<file path="src/rtl/march_pkg.sv">
package march_pkg;
  typedef enum logic [1:0] {ST_IDLE, ST_CLR, ST_RUN, ST_DONE} bist_st_e;

  localparam int unsigned ELEM_W = 3;
  localparam logic [ELEM_W-1:0] ELEM_FIRST = 3'd1;
  localparam logic [ELEM_W-1:0] ELEM_LAST  = 3'd5;

  // ascending address order for passes 1, 2 and 5
  function automatic logic elem_up(input logic [ELEM_W-1:0] e);
    return !(e == 3'd3 || e == 3'd4);
  endfunction

  // value the read subcycle must return
  function automatic logic elem_exp(input logic [ELEM_W-1:0] e);
    return (e == 3'd2 || e == 3'd4);
  endfunction

  // pass has a write subcycle
  function automatic logic elem_wr(input logic [ELEM_W-1:0] e);
    return (e >= 3'd1 && e <= 3'd4);
  endfunction
endpackage

</file>
<file path="src/rtl/march_addr_gen.sv">
module march_addr_gen #(
  parameter int unsigned AW = 6
) (
  input  logic          clk_i,
  input  logic          rst_ni,
  input  logic          load_i,
  input  logic          up_i,
  input  logic          step_i,
  output logic [AW-1:0] addr_o,
  output logic          last_o
);
  logic [AW-1:0] addr_q;
  logic          up_q;

  always_ff @(posedge clk_i or negedge rst_ni) begin
    if (!rst_ni) begin
      addr_q <= '0;
      up_q   <= 1'b1;
    end else if (load_i) begin
      addr_q <= up_i ? '0 : '1;
      up_q   <= up_i;
    end else if (step_i) begin
      addr_q <= up_q ? addr_q + 1'b1 : addr_q - 1'b1;
    end
  end

  assign addr_o = addr_q;
  assign last_o = up_q ? (&addr_q) : ~(|addr_q);
endmodule

</file>
<file path="src/rtl/march_seq.sv">
module march_seq
  import march_pkg::*;
#(
  parameter int unsigned ROWS = 8,
  parameter int unsigned BITS = 8,
  localparam int unsigned RW = $clog2(ROWS),
  localparam int unsigned BW = $clog2(BITS),
  localparam int unsigned AW = RW + BW
) (
  input  logic              clk_i,
  input  logic              rst_ni,
  input  logic              start_i,
  output bist_st_e          st_o,
  output logic [ELEM_W-1:0] elem_o,
  output logic              ph_o,
  output logic [RW-1:0]     clr_row_o,
  output logic [AW-1:0]     addr_o
);
  localparam logic [RW-1:0] LAST_ROW = RW'(ROWS - 1);

  bist_st_e          st_q;
  logic [ELEM_W-1:0] elem_q, nxt_elem;
  logic              ph_q;
  logic [RW-1:0]     clr_q;
  logic              ag_load, ag_step, ag_last;

  always_ff @(posedge clk_i or negedge rst_ni) begin
    if (!rst_ni) begin
      st_q   <= ST_IDLE;
      elem_q <= '0;
      ph_q   <= 1'b0;
      clr_q  <= '0;
    end else if (start_i) begin
      st_q   <= ST_CLR;
      elem_q <= '0;
      ph_q   <= 1'b0;
      clr_q  <= '0;
    end else begin
      unique case (st_q)
        ST_IDLE: begin
          st_q  <= ST_CLR;
          clr_q <= '0;
        end
        ST_CLR: begin
          clr_q <= clr_q + 1'b1;
          if (clr_q == LAST_ROW) begin
            st_q   <= ST_RUN;
            elem_q <= ELEM_FIRST;
            ph_q   <= 1'b0;
          end
        end
        ST_RUN: begin
          ph_q <= ~ph_q;
          if (ph_q && ag_last) begin
            if (elem_q == ELEM_LAST) st_q <= ST_DONE;
            else                     elem_q <= elem_q + 3'd1;
          end
        end
        default: ;
      endcase
    end
  end

  always_comb begin
    nxt_elem = (st_q == ST_CLR) ? ELEM_FIRST : elem_q + 3'd1;
    ag_load  = !start_i &&
               ((st_q == ST_CLR && clr_q == LAST_ROW) ||
                (st_q == ST_RUN && ph_q && ag_last && elem_q != ELEM_LAST));
    ag_step  = !start_i && st_q == ST_RUN && ph_q && !ag_last;
  end

  march_addr_gen #(.AW(AW)) u_addr (
    .clk_i  (clk_i),
    .rst_ni (rst_ni),
    .load_i (ag_load),
    .up_i   (elem_up(nxt_elem)),
    .step_i (ag_step),
    .addr_o (addr_o),
    .last_o (ag_last)
  );

  assign st_o      = st_q;
  assign elem_o    = elem_q;
  assign ph_o      = ph_q;
  assign clr_row_o = clr_q;
endmodule

</file>
<file path="src/rtl/march_cmp.sv">
module march_cmp
  import march_pkg::*;
#(
  parameter int unsigned RW = 3,
  parameter int unsigned BW = 3
) (
  input  logic              clk_i,
  input  logic              rst_ni,
  input  logic              clear_i,
  input  logic              chk_i,
  input  logic              rdata_i,
  input  logic              exp_i,
  input  logic [ELEM_W-1:0] elem_i,
  input  logic [RW-1:0]     row_i,
  input  logic [BW-1:0]     bit_i,
  output logic              fail_o,
  output logic [ELEM_W-1:0] fail_elem_o,
  output logic [RW-1:0]     fail_row_o,
  output logic [BW-1:0]     fail_bit_o,
  output logic              fail_exp_o
);
  logic miss;
  assign miss = chk_i && (rdata_i != exp_i);

  always_ff @(posedge clk_i or negedge rst_ni) begin
    if (!rst_ni) begin
      fail_o      <= 1'b0;
      fail_elem_o <= '0;
      fail_row_o  <= '0;
      fail_bit_o  <= '0;
      fail_exp_o  <= 1'b0;
    end else if (clear_i) begin
      fail_o      <= 1'b0;
      fail_elem_o <= '0;
      fail_row_o  <= '0;
      fail_bit_o  <= '0;
      fail_exp_o  <= 1'b0;
    end else if (miss && !fail_o) begin
      // first mismatch only
      fail_o      <= 1'b1;
      fail_elem_o <= elem_i;
      fail_row_o  <= row_i;
      fail_bit_o  <= bit_i;
      fail_exp_o  <= exp_i;
    end
  end
endmodule

</file>
<file path="src/rtl/march_bist.sv">
module march_bist
  import march_pkg::*;
#(
  parameter int unsigned ROWS = 8,
  parameter int unsigned BITS = 8,
  localparam int unsigned RW = $clog2(ROWS),
  localparam int unsigned BW = $clog2(BITS),
  localparam int unsigned AW = RW + BW
) (
  input  logic              clk_i,
  input  logic              rst_ni,
  input  logic              start_i,
  output logic [RW-1:0]     mem_row_o,
  output logic [BW-1:0]     mem_bit_o,
  output logic              mem_wdata_o,
  output logic              mem_rd_o,
  output logic              mem_wr_o,
  output logic              mem_rowclr_o,
  input  logic              mem_rdata_i,
  output logic              done_o,
  output logic              fail_o,
  output logic [ELEM_W-1:0] fail_elem_o,
  output logic [RW-1:0]     fail_row_o,
  output logic [BW-1:0]     fail_bit_o,
  output logic              fail_exp_o
);
  bist_st_e          st;
  logic [ELEM_W-1:0] elem;
  logic              ph;
  logic [RW-1:0]     clr_row;
  logic [AW-1:0]     addr;
  logic              run, exp_bit;

  march_seq #(.ROWS(ROWS), .BITS(BITS)) u_seq (
    .clk_i     (clk_i),
    .rst_ni    (rst_ni),
    .start_i   (start_i),
    .st_o      (st),
    .elem_o    (elem),
    .ph_o      (ph),
    .clr_row_o (clr_row),
    .addr_o    (addr)
  );

  assign run          = (st == ST_RUN);
  assign exp_bit      = elem_exp(elem);
  assign mem_rowclr_o = (st == ST_CLR);
  assign mem_row_o    = mem_rowclr_o ? clr_row : addr[AW-1:BW];
  assign mem_bit_o    = addr[BW-1:0];
  assign mem_rd_o     = run && !ph;
  assign mem_wr_o     = run && ph && elem_wr(elem);
  assign mem_wdata_o  = run && !exp_bit;
  assign done_o       = (st == ST_DONE);

  march_cmp #(.RW(RW), .BW(BW)) u_cmp (
    .clk_i       (clk_i),
    .rst_ni      (rst_ni),
    .clear_i     (start_i),
    .chk_i       (mem_rd_o),
    .rdata_i     (mem_rdata_i),
    .exp_i       (exp_bit),
    .elem_i      (elem),
    .row_i       (mem_row_o),
    .bit_i       (mem_bit_o),
    .fail_o      (fail_o),
    .fail_elem_o (fail_elem_o),
    .fail_row_o  (fail_row_o),
    .fail_bit_o  (fail_bit_o),
    .fail_exp_o  (fail_exp_o)
  );
endmodule

</file>
<file path="config.mk">
export PLATFORM = sky130hd
export DESIGN_NAME = march_bist
export DESIGN_NICKNAME = d
export VERILOG_FILES = /design/src/rtl/march_pkg.sv /design/src/rtl/march_addr_gen.sv /design/src/rtl/march_seq.sv /design/src/rtl/march_cmp.sv /design/src/rtl/march_bist.sv
export SDC_FILE = /design/constraint.sdc
export NUM_CORES = 1
export LEC_CHECK = 0
export BUFFER_PORTS_ARGS = -buffer_cell sky130_fd_sc_hd__buf_2
export CAP_MARGIN = 20
export CORE_ASPECT_RATIO = 0.7
export CORE_MARGIN = 5
export CORE_UTILIZATION = 52
export DETAILED_ROUTE_END_ITERATION = 16
export PLACE_DENSITY = 0.74
export SYNTH_ARGS = -nofsm -noshare
export SYNTH_HDL_FRONTEND = slang
export SYNTH_SLANG_ARGS = --single-unit
</file>
<file path="constraint.sdc">
create_clock -name clk_i -period 5.17 [get_ports clk_i]
set_input_delay 0.2585 -clock clk_i [delete_from_list [all_inputs] [get_ports clk_i]]
set_output_delay 0.2585 -clock clk_i [all_outputs]
set_load 0.05 [all_outputs]
</file>
# After elaboration in Yosys (flattened, before gate mapping)

Cells that the tools add are included.

Flip-flop bits (word level): 27
Latch bits: 0
Bits in writable memories: 0
Memory bits (read-only): 0
Output and inout bits: 22
Memories kept: 0

Add/sub/neg operators: 4
Multipliers: 0
Divide/modulo/power cells: 0
Order comparisons: 2
Equality and inequality tests: 15
Shift operators: 0
Multiplexer cells: 32
Bitwise logic cells: 2
Reductions and logical operators: 35

Operators by type and width:

| kind                                                   | count |
|---|---|
| two-way mux 3 bit                                      | 13 |
| two-way mux 6 bit                                      | 4 |
| logical AND 1 bit                                      | 15 |
| equality test 3 bit (second input constant)            | 4 |
| one-hot mux 3 bit (2 select lines)                     | 2 |
| inequality test 3 x 2 -> 1 bit (second input constant) | 3 |
| two-way mux 2 bit                                      | 4 |
| AND reduction 4 bit                                    | 2 |
| two-way mux 1 bit                                      | 7 |
| adder 3 x 1 -> 3 bit (second input constant)           | 2 |
| adder 6 x 1 -> 6 bit (second input constant)           | 1 |
| equality test 3 x 2 -> 1 bit (second input constant)   | 2 |
| logical NOT 1 bit                                      | 6 |
| inequality test 3 bit (second input constant)          | 2 |
| one-hot mux 2 bit (3 select lines)                     | 1 |
| AND reduction 6 bit                                    | 1 |
| nonzero test 3 bit                                     | 2 |
| OR reduction 6 bit                                     | 1 |
| subtractor 6 x 1 -> 6 bit (second input constant)      | 1 |
| equality test 2 bit (second input constant)            | 2 |
| nonzero test 2 bit                                     | 2 |
| nonzero test 4 bit                                     | 1 |
| >= comparator 3 x 1 -> 1 bit (second input constant)   | 1 |
| <= comparator 3 bit (second input constant)            | 1 |
| 7 further kinds                                        | 10 |

# Longest topological paths before layout

Gate-level depths: netlist (run 1).

Depth after elaboration: 8
Mapped depth: 9

# Hierarchy

From an unflattened synthesis (run 1), not the netlist that was laid out.

Cells, all modules: 173
Area, all modules: 1744.2 µm²

By module, submodules not included:

| module         | times used | cells an instance | area each (µm²) |
|---|---|---|---|
| march_seq      | 1          | 74                | 645.6 |
| march_addr_gen | 1          | 57                | 544.3 |
| march_cmp      | 1          | 29                | 434.2 |
| march_bist     | 1          | 13                | 120.1 |

# Worst setup path before layout (run 1)

No wires, ideal clock.

Kind: register to register
Start: reg u_seq.st_q[0] (netlist: u_seq.st_o[0])
End: reg u_cmp.fail_bit_o[2]
Setup time: 0.132 ns
Arrival time: 2.490 ns
Data required time: 5.038 ns
Setup slack: 2.549 ns
Cell stages (with the launch flop): 9
Buffers on the path: 1
Clock period less this slack: 2.621 ns
Cell sequence: dfrtp_1 inv_1 ha_1 inv_1 nor2_1 nand3_1 clkbuf_1 mux2i_1 nor2_1

Longest elaborated chain between the ends: 5

Ends and longest elaborated chain:

| item                         | RTL line         | source |
|---|---|---|
| start: declaration           | march_seq.sv:21  | `bist_st_e st_q;` |
| start signal: assignment     | march_seq.sv:29  | `st_q <= ST_IDLE;` |
| start signal: assignment     | march_seq.sv:34  | `st_q <= ST_CLR;` |
| start signal: assignment     | march_seq.sv:41  | `st_q <= ST_CLR;` |
| equality test 2 bit          | march_bist.sv:45 | `assign run = (st == ST_RUN);` |
| logical AND 1 bit            | march_bist.sv:50 | `assign mem_rd_o = run && !ph;` |
| via mem_rd_o                 | march_bist.sv:16 | `output logic mem_rd_o,` |
| logical AND 1 bit            | march_cmp.sv:23  | `assign miss = chk_i && (rdata_i != exp_i);` |
| logical AND 1 bit            | march_cmp.sv:38  | `end else if (miss && !fail_o) begin` |
| nonzero test 2 bit (no line) | -                |  |
| end signal: assignment       | march_cmp.sv:43  | `fail_bit_o <= bit_i;` |
| end: declaration             | march_cmp.sv:19  | `output logic [BW-1:0] fail_bit_o,` |

The timed path passes the listed nets, and every way through them passes these cells.
A chain may end at the register's enable or synchronous reset.

# Worst setup path after layout (run 1)

Start: reg u_seq.elem_q[0] (netlist: u_seq.elem_o[0])
End: reg u_cmp.fail_elem_o[0]

Longest elaborated chain between the ends: 6
Elaborated cells on any way between the ends: 9
Classes of those cells: eq/ne (3); mux (2); reduce/logical (4)

Ends and longest elaborated chain:

| item                                                                       | RTL line        | source |
|---|---|---|
| start: declaration                                                         | march_seq.sv:22 | `logic [ELEM_W-1:0] elem_q, nxt_elem;` |
| start signal: assignment                                                   | march_seq.sv:56 | `else elem_q <= elem_q + 3'd1;` |
| equality test 3 x 2 -> 1 bit / equality test 3 bit (equally long branches) | march_pkg.sv:15 | `return (e == 3'd2 \|\| e == 3'd4);` |
| logical OR 1 bit                                                           | march_pkg.sv:15 |  |
| inequality test 1 bit                                                      | march_cmp.sv:23 |  |
| logical AND 1 bit                                                          | march_cmp.sv:23 |  |
| logical AND 1 bit                                                          | march_cmp.sv:38 |  |
| nonzero test 2 bit (no line)                                               | -               |  |
| end signal: assignment                                                     | march_cmp.sv:41 | `fail_elem_o <= elem_i;` |
| end: declaration                                                           | march_cmp.sv:17 | `output logic [ELEM_W-1:0] fail_elem_o,` |

Several ways; a longest one is shown, not always the timed one. The select of a mux whose other input is x is not followed.

==> summary.txt, run 1 <==
Int Power: 0.489 mW
Die Y: 58.3 µm
Top Ports: 26
Final Slew Violations: 0
Final Hold Fails: 0
sequential element share of the synthesized area: 0.391
count leader, synth: dfrtp_1
HPWL after DPL: 2.95 mm
Critical Path RT: 5370 ps
Routed Wire Length: 3.90 mm
post-synth cell types: 46
DRC violations left: 0
Hold Path Sink: u_seq.ph_o
worst slew pin tran: 833 ps
die width: 79.0 µm
Max Fclk: 403 MHz
flop2flop setup slack: 2690 ps
Yosys top cell area share: 0.376
post-synthesis instance area: 1730 µm²
Setup Crit Path Kind: register to register
R2R cell count: 8
layout overhead on the synthesized area: 9.25%
setup TNS: 0 ps
post-route ant nets: 0
vias per std cell: 5.92
layout net count: 216
CTS Sinks: 27
PnR worst setup slack: 2690 ps
Starting DRT DRC Count: 170
sequential share of power: 0.331
Hold Path Cell Cnt: 2
Clock Latency Late Sink: 280 ps
worst relative slew slack: 0.440
most frequent cells after synthesis: 26 x dfrtp_1, 24 x nor2_1, 15 x ha_1
Final period util: 0.480
first-pass GRT wire length: 6.64 mm
Placement Setup Slack: 2800 ps
TritonCTS clock tree: done
PortBufs: 25
LEAKAGE: 0.913 nW
Min Hold Slack: 401 ps
Inserted Diodes: 0
Main synth FF type: dfrtp_1
vias post-DR: 1,380
die area: 4600 µm²
initial antenna violation count: 0
clk buf depth: 2
hold crit path type: input port to register
fin area: 1890 µm²
layout cell share with drive strength beyond 1: 0.195
final core occ: 0.597
Mapped Cells: 175
global-route usage over all layers: 0.186
Yosys Warn Count: 0
Hold Path Origin: start_i
Clock Tree Root: clkbuf_8
pwr dens: 515 nW/µm²
post-CTS sizing: 0
first-pass iteration count of the detailed router: 4
status: finished clean
crit end category: register
RSZ-0062 raised after global routing: false
ys async rst share: 1.00
worst path arrival time: 2680 ps
site row count: 17
largest net degree at the start of global routing: 28
Syn Nets: 195
number of flops mapped to enable cells by yosys: 0
Starting Density: 0.546
FF+latch count, synth: 27
Core Area: 3170 µm²
startpoint type of the worst setup path: register
CP Max Fanout: 14
clock network power share: 0.123
Synth area leader: dfrtp_1
peak supply drop: 0.353 mV
Switching Fraction: 0.498
FF-to-FF Start: u_seq.elem_o[0]
Combinational Power Share: 0.545
wire length per cell: 16.7 µm
vias in the first global route: 1,360
skew final: 8.28 ps
GP Congestion: 0.912
DP Area: 1840 µm²
Final min period: 2480 ps
dominant cells by area after synthesis: dfrtp_1 38%, ha_1 11%, mux2i_1 7.5%, nor2_1 5.2%, a21oi_1 3.8%
clock slew at reported path FFs: 90 ps
grt ovf: 0
Crit Reg-Reg Endpoint: u_cmp.fail_elem_o[0]
syn_area_per_cell: 9.90 µm²
cts bufs inserted: 3
number of max-cap violations: 0
NetSw: 0.485 mW
H-Tree Depth: 1
final setup vio count: 0
## metal layers
layer / vias up / GRT usage / routed length [µm]
met5: - / 0 / 0
met4: 0 / 0.0564 / 43
met3: 4 / 0.0373 / 243
met2: 60 / 0.275 / 1640
met1: 658 / 0.276 / 1970
li1: 658 / - / -
## worst max-delay path, stage by stage, from the launching register on
cell and delay, ps:
dfrtp_1 450, inv_1 140, ha_1 240, mux2i_1 310, xnor2_1 160, nand3_1 540
nor2_1 370, a21oi_1 70, nor2_1 110
## kinds of logic (layout without fill, tap and decap cells)
group                    count (synthesis)  after routing  synth area share
flip-flops                              27             27             0.391
AND/OR/NAND/NOR                         50             50             0.151
multiplexers                            16             16            0.0946
buffers and inverters                   18             38            0.0564
AO/OA/AOI/OAI                           41             41             0.152
adder cells (fa/ha/maj)                 16             16             0.120
XOR/XNOR                                 7              7            0.0354
## power by group through the flow
| stage | sequential (mW) | clock [mW] | combinational, mW |
|---|---|---|---|
| after floorplan | 0.322 | 0 | 0.434 |
| after global placement | 0.322 | 0 | 0.511 |
| after detailed placement | 0.325 | 0 | 0.528 |
| after CTS | 0.321 | 0.122 | 0.530 |
| after global routing | 0.330 | 0.135 | 0.578 |
| final | 0.323 | 0.120 | 0.531 |
## metrics by stage
| step | std cells | power, mW |
|---|---|---|
| floorplan | 175 | 0.756 |
| global placement | 228 | 0.833 |
| detailed placement | 228 | 0.853 |
| CTS | 233 | 0.974 |
| global route | 233 | 1.04 |
| finish | 233 | 0.973 |
## final cells by class
type / count / area [µm²]
clock buffer: 4 / 45.0
fill: 253 / 1280
inverter: 8 / 30.0
multi-input combinational: 130 / 957
sequential: 27 / 677
tap: 38 / 47.5
timing repair buffer: 26 / 135
## layout by cell type (no fill, tap or decap), types with 2 or more instances in the layout
cell / instances
nand3_1: 3
inv_1: 8
ha_1: 15
nand2b_1: 3
nor2_1: 24
nand2_1: 6
a21o_1: 2
a21oi_1: 13
buf_2: 25
o21ai_0: 12
nor3_1: 3
mux2i_1: 13
a31oi_1: 2
mux2_2: 3
xnor2_1: 6
clkbuf_8: 3
dfrtp_1: 26
## registers in the layout (all words and copies together), names as in the netlist, 2 cells and up
name                 flops
u_seq.u_addr.addr_o      6
u_cmp.fail_bit_o         3
u_cmp.fail_elem_o        3
u_cmp.fail_row_o         3
u_seq.clr_row_o          3
u_seq.elem_o             3
u_seq.st_o               2
## worst max-delay path by stage
stage | startpoint | to | slack [ps] | cells after the start
after global routing | u_seq.elem_o[0] | u_cmp.fail_elem_o[0] | 2550 | 8
after detailed placement | u_seq.st_o[0] | u_seq.u_addr.addr_o[5] | 2800 | 7
final | u_seq.elem_o[0] | u_cmp.fail_elem_o[0] | 2690 | 8
after CTS | u_seq.elem_o[0] | u_cmp.fail_elem_o[0] | 2770 | 8
after floorplan | u_seq.st_o[0] | u_cmp.fail_bit_o[2] | 2550 | 8
after global placement | u_seq.st_o[0] | u_seq.u_addr.addr_o[5] | 2860 | 7
## what timing repair did
item / in CTS / in global routing
hold buffers: 1 / 0
setup buffers: 0 / 0
hold endpoints to repair: 18 / 0
Note: power is estimated with default switching activity, not from simulation.
==> run 2, diff against run 1 <==
--- a/config.mk
+++ b/config.mk
@@ -9,9 +9,9 @@
 export CAP_MARGIN = 20
 export CORE_ASPECT_RATIO = 0.7
 export CORE_MARGIN = 5
-export CORE_UTILIZATION = 52
+export CORE_UTILIZATION = 51
 export DETAILED_ROUTE_END_ITERATION = 16
-export PLACE_DENSITY = 0.74
+export PLACE_DENSITY = 0.75
 export SYNTH_ARGS = -nofsm -noshare
 export SYNTH_HDL_FRONTEND = slang
 export SYNTH_SLANG_ARGS = --single-unit
==> constraint.sdc (replaced) <==
create_clock -name clk_i -period 2.06 [get_ports clk_i]
set_input_delay 0.103 -clock clk_i [delete_from_list [all_inputs] [get_ports clk_i]]
set_output_delay 0.103 -clock clk_i [all_outputs]
set_load 0.05 [all_outputs]
==> run 2 against run 1 <==
  * The flow now finishes with violations (setup timing)
  * Maximum frequency rose by 19%
  * Register-to-register slack worse by 2700 ps
  * Total power grew to 2.9 times the previous value
  * Critical endpoint is now u_seq.u_addr.up_q
==> summary.txt, run 2 (synthesis gave the netlist of run 1 again) <==
status: finished, violations left (was finished clean)
failing checks: setup timing
Starting DRT DRC Count: 160 (was 170)
largest net degree at the start of global routing: 28 (unchanged)
initial antenna violation count: 0 (unchanged)
H-Tree Depth: 1 (unchanged)
number of max-cap violations: 0 (unchanged)
DRC violations left: 0 (unchanged)
Starting Density: 0.539 (was 0.546)
global-route usage over all layers: 0.207 (was 0.186)
wire length per cell: 17.5 µm (was 16.7 µm)
final setup vio count: 6 (was 0)
clock slew at reported path FFs: 100 ps (was 90 ps)
CP Max Fanout: 7 (was 14)
CTS Sinks: 27 (unchanged)
layout overhead on the synthesized area: 26.7% (was 9.25%)
Final Slew Violations: 0 (unchanged)
peak supply drop: 0.903 mV (was 0.353 mV)
Clock Tree Root: clkbuf_8 (unchanged)
Critical Path RT: 2280 ps (was 5370 ps)
cts bufs inserted: 3 (unchanged)
startpoint type of the worst setup path: register (unchanged)
die area: 4680 µm² (was 4600 µm²)
fillcell total: 258 (was 253)
most frequent cells in the layout: 25 x buf_4, 24 x buf_2, 24 x dfrtp_1 (was 26 x dfrtp_1, 25 x buf_2, 24 x nor2_1)
grt ovf: 0 (unchanged)
pwr dens: 1260 nW/µm² (was 515 nW/µm²)
hold crit path type: input port to register (unchanged)
Max Fclk: 479 MHz (was 403 MHz)
PortBufs: 25 (unchanged)
max reg flops: 6 (unchanged)
Core Area: 3210 µm² (was 3170 µm²)
Inserted Diodes: 0 (unchanged)
vias in the first global route: 1,462 (was 1,360)
GP Congestion: 0.906 (was 0.912)
vias per std cell: 5.61 (was 5.92)
Final period util: 1.01 (was 0.480)
LEAKAGE: 1.03 nW (was 0.913 nW)
site row count: 17 (unchanged)
crit end category: register (unchanged)
first-pass GRT wire length: 7.41 mm (was 6.64 mm)
Top Ports: 26 (unchanged)
die width: 79.6 µm (was 79.0 µm)
WL met3: 321 µm (was 243 µm)
DP Area: 2020 µm² (was 1840 µm²)
PnR worst setup slack: -27.4 ps (was 2690 ps)
worst path arrival time: 2310 ps (was 2680 ps)
fin area: 2190 µm² (was 1890 µm²)
Final Hold Fails: 0 (unchanged)
Final min period: 2090 ps (was 2480 ps)
TritonCTS clock tree: done (unchanged)
routed wl met2: 2.13 mm (was 1.64 mm)
R2R cell count: 5 (was 8)
Metal-1 WL: 2.11 mm (was 1.97 mm)
worst relative slew slack: 0.593 (was 0.440)
RSZ-0062 raised after global routing: true (was false)
max layer used: met4 (unchanged)
vias post-DR: 1,493 (was 1,380)
Hold Path Cell Cnt: 4 (was 2)
Clock Latency Late Sink: 280 ps (about the same)
Total Power: 2.78 mW (was 0.973 mW)
Placement Setup Slack: -118 ps (was 2800 ps)
Die Y: 58.8 µm (was 58.3 µm)
layout cell share with drive strength beyond 1: 0.374 (was 0.195)
setup TNS: -72.8 ps (was 0 ps)
layout net count: 240 (was 216)
Routed Wire Length: 4.67 mm (was 3.90 mm)
HPWL after DPL: 3.33 mm (was 2.95 mm)
first-pass iteration count of the detailed router: 4 (unchanged)
most common cell after layout, fill and taps aside: buf_4 (was dfrtp_1)
clk buf depth: 2 (unchanged)
skew final: 3.30 ps (was 8.28 ps)
post-route ant nets: 0 (unchanged)
worst slew pin tran: 610 ps (was 833 ps)
Setup Crit Path Kind: register to register (unchanged)
[run 2: stage by stage]
| stage | cells | utilization | hold slack (ps) |
|---|---|---|---|
| 6_report | 266 | 0.683 | 269 |
| 5_1_grt | 266 | 0.683 | 297 |
| 4_1_cts | 265 | 0.661 | 245 |
| 3_5_place_dp | 258 | 0.628 | 143 |
| 3_3_place_gp | 258 | 0.628 | 139 |
| 2_1_floorplan | 175 | - | -193 |
[run 2: routing by layer]
metal | GRT usage | vias to the layer above
li1 | - | 706
met1 | 0.280 | 712
met2 | 0.333 | 61
met3 | 0.0535 | 14
met4 | 0.0539 | 0
met5 | 0 | -
[run 2: cell type report]
type                            instances  area (µm²)  share of cell area
Tap cell                               47        58.8              0.0268
Multi-Input combinational cell        130        1060               0.483
Clock inverter                          1        7.51             0.00342
Inverter                                8        30.0              0.0137
Timing Repair Buffer                   50         318               0.145
Clock buffer                            3        41.3              0.0188
Sequential cell                        27         679               0.310
[run 2: report_power, final]
group,switching (mW),total [mW],internal (mW)
Sequential,0.139,0.778,0.639
Combinational,1.05,1.68,0.637
Clock,0.178,0.315,0.138
Total,1.36,2.78,1.41
[run 2: critical path, stage by stage, from the launching register on]
cell	delay, ps
dfrtp_1	410
or4_4	560
nor4_4	190
o2111ai_2	150
or4_4	580
o21a_1	140
[run 2: worst paths after layout]
check / from / end / slack [ps]
setup / recovery: u_seq.u_addr.addr_o[2] / u_seq.u_addr.up_q / -30
hold / removal: start_i / u_seq.u_addr.addr_o[0] / 270
setup reg to reg: u_seq.u_addr.addr_o[2] / u_seq.u_addr.up_q / -30
hold reg to reg: u_cmp.fail_bit_o[1] / u_cmp.fail_bit_o[1] / 520
max in group asynchronous: rst_ni / u_seq.elem_o[0] / 1260
min in group asynchronous: rst_ni / u_cmp.fail_elem_o[0] / 370
[run 2: repair_timing]
item,4_1_cts,5_1_grt
hold buffers,1,0
endpoints found under the hold margin,26,0
setup endpoints to repair,14,21
resized for setup,15,16
setup buffers,2,1
pin swaps,0,2
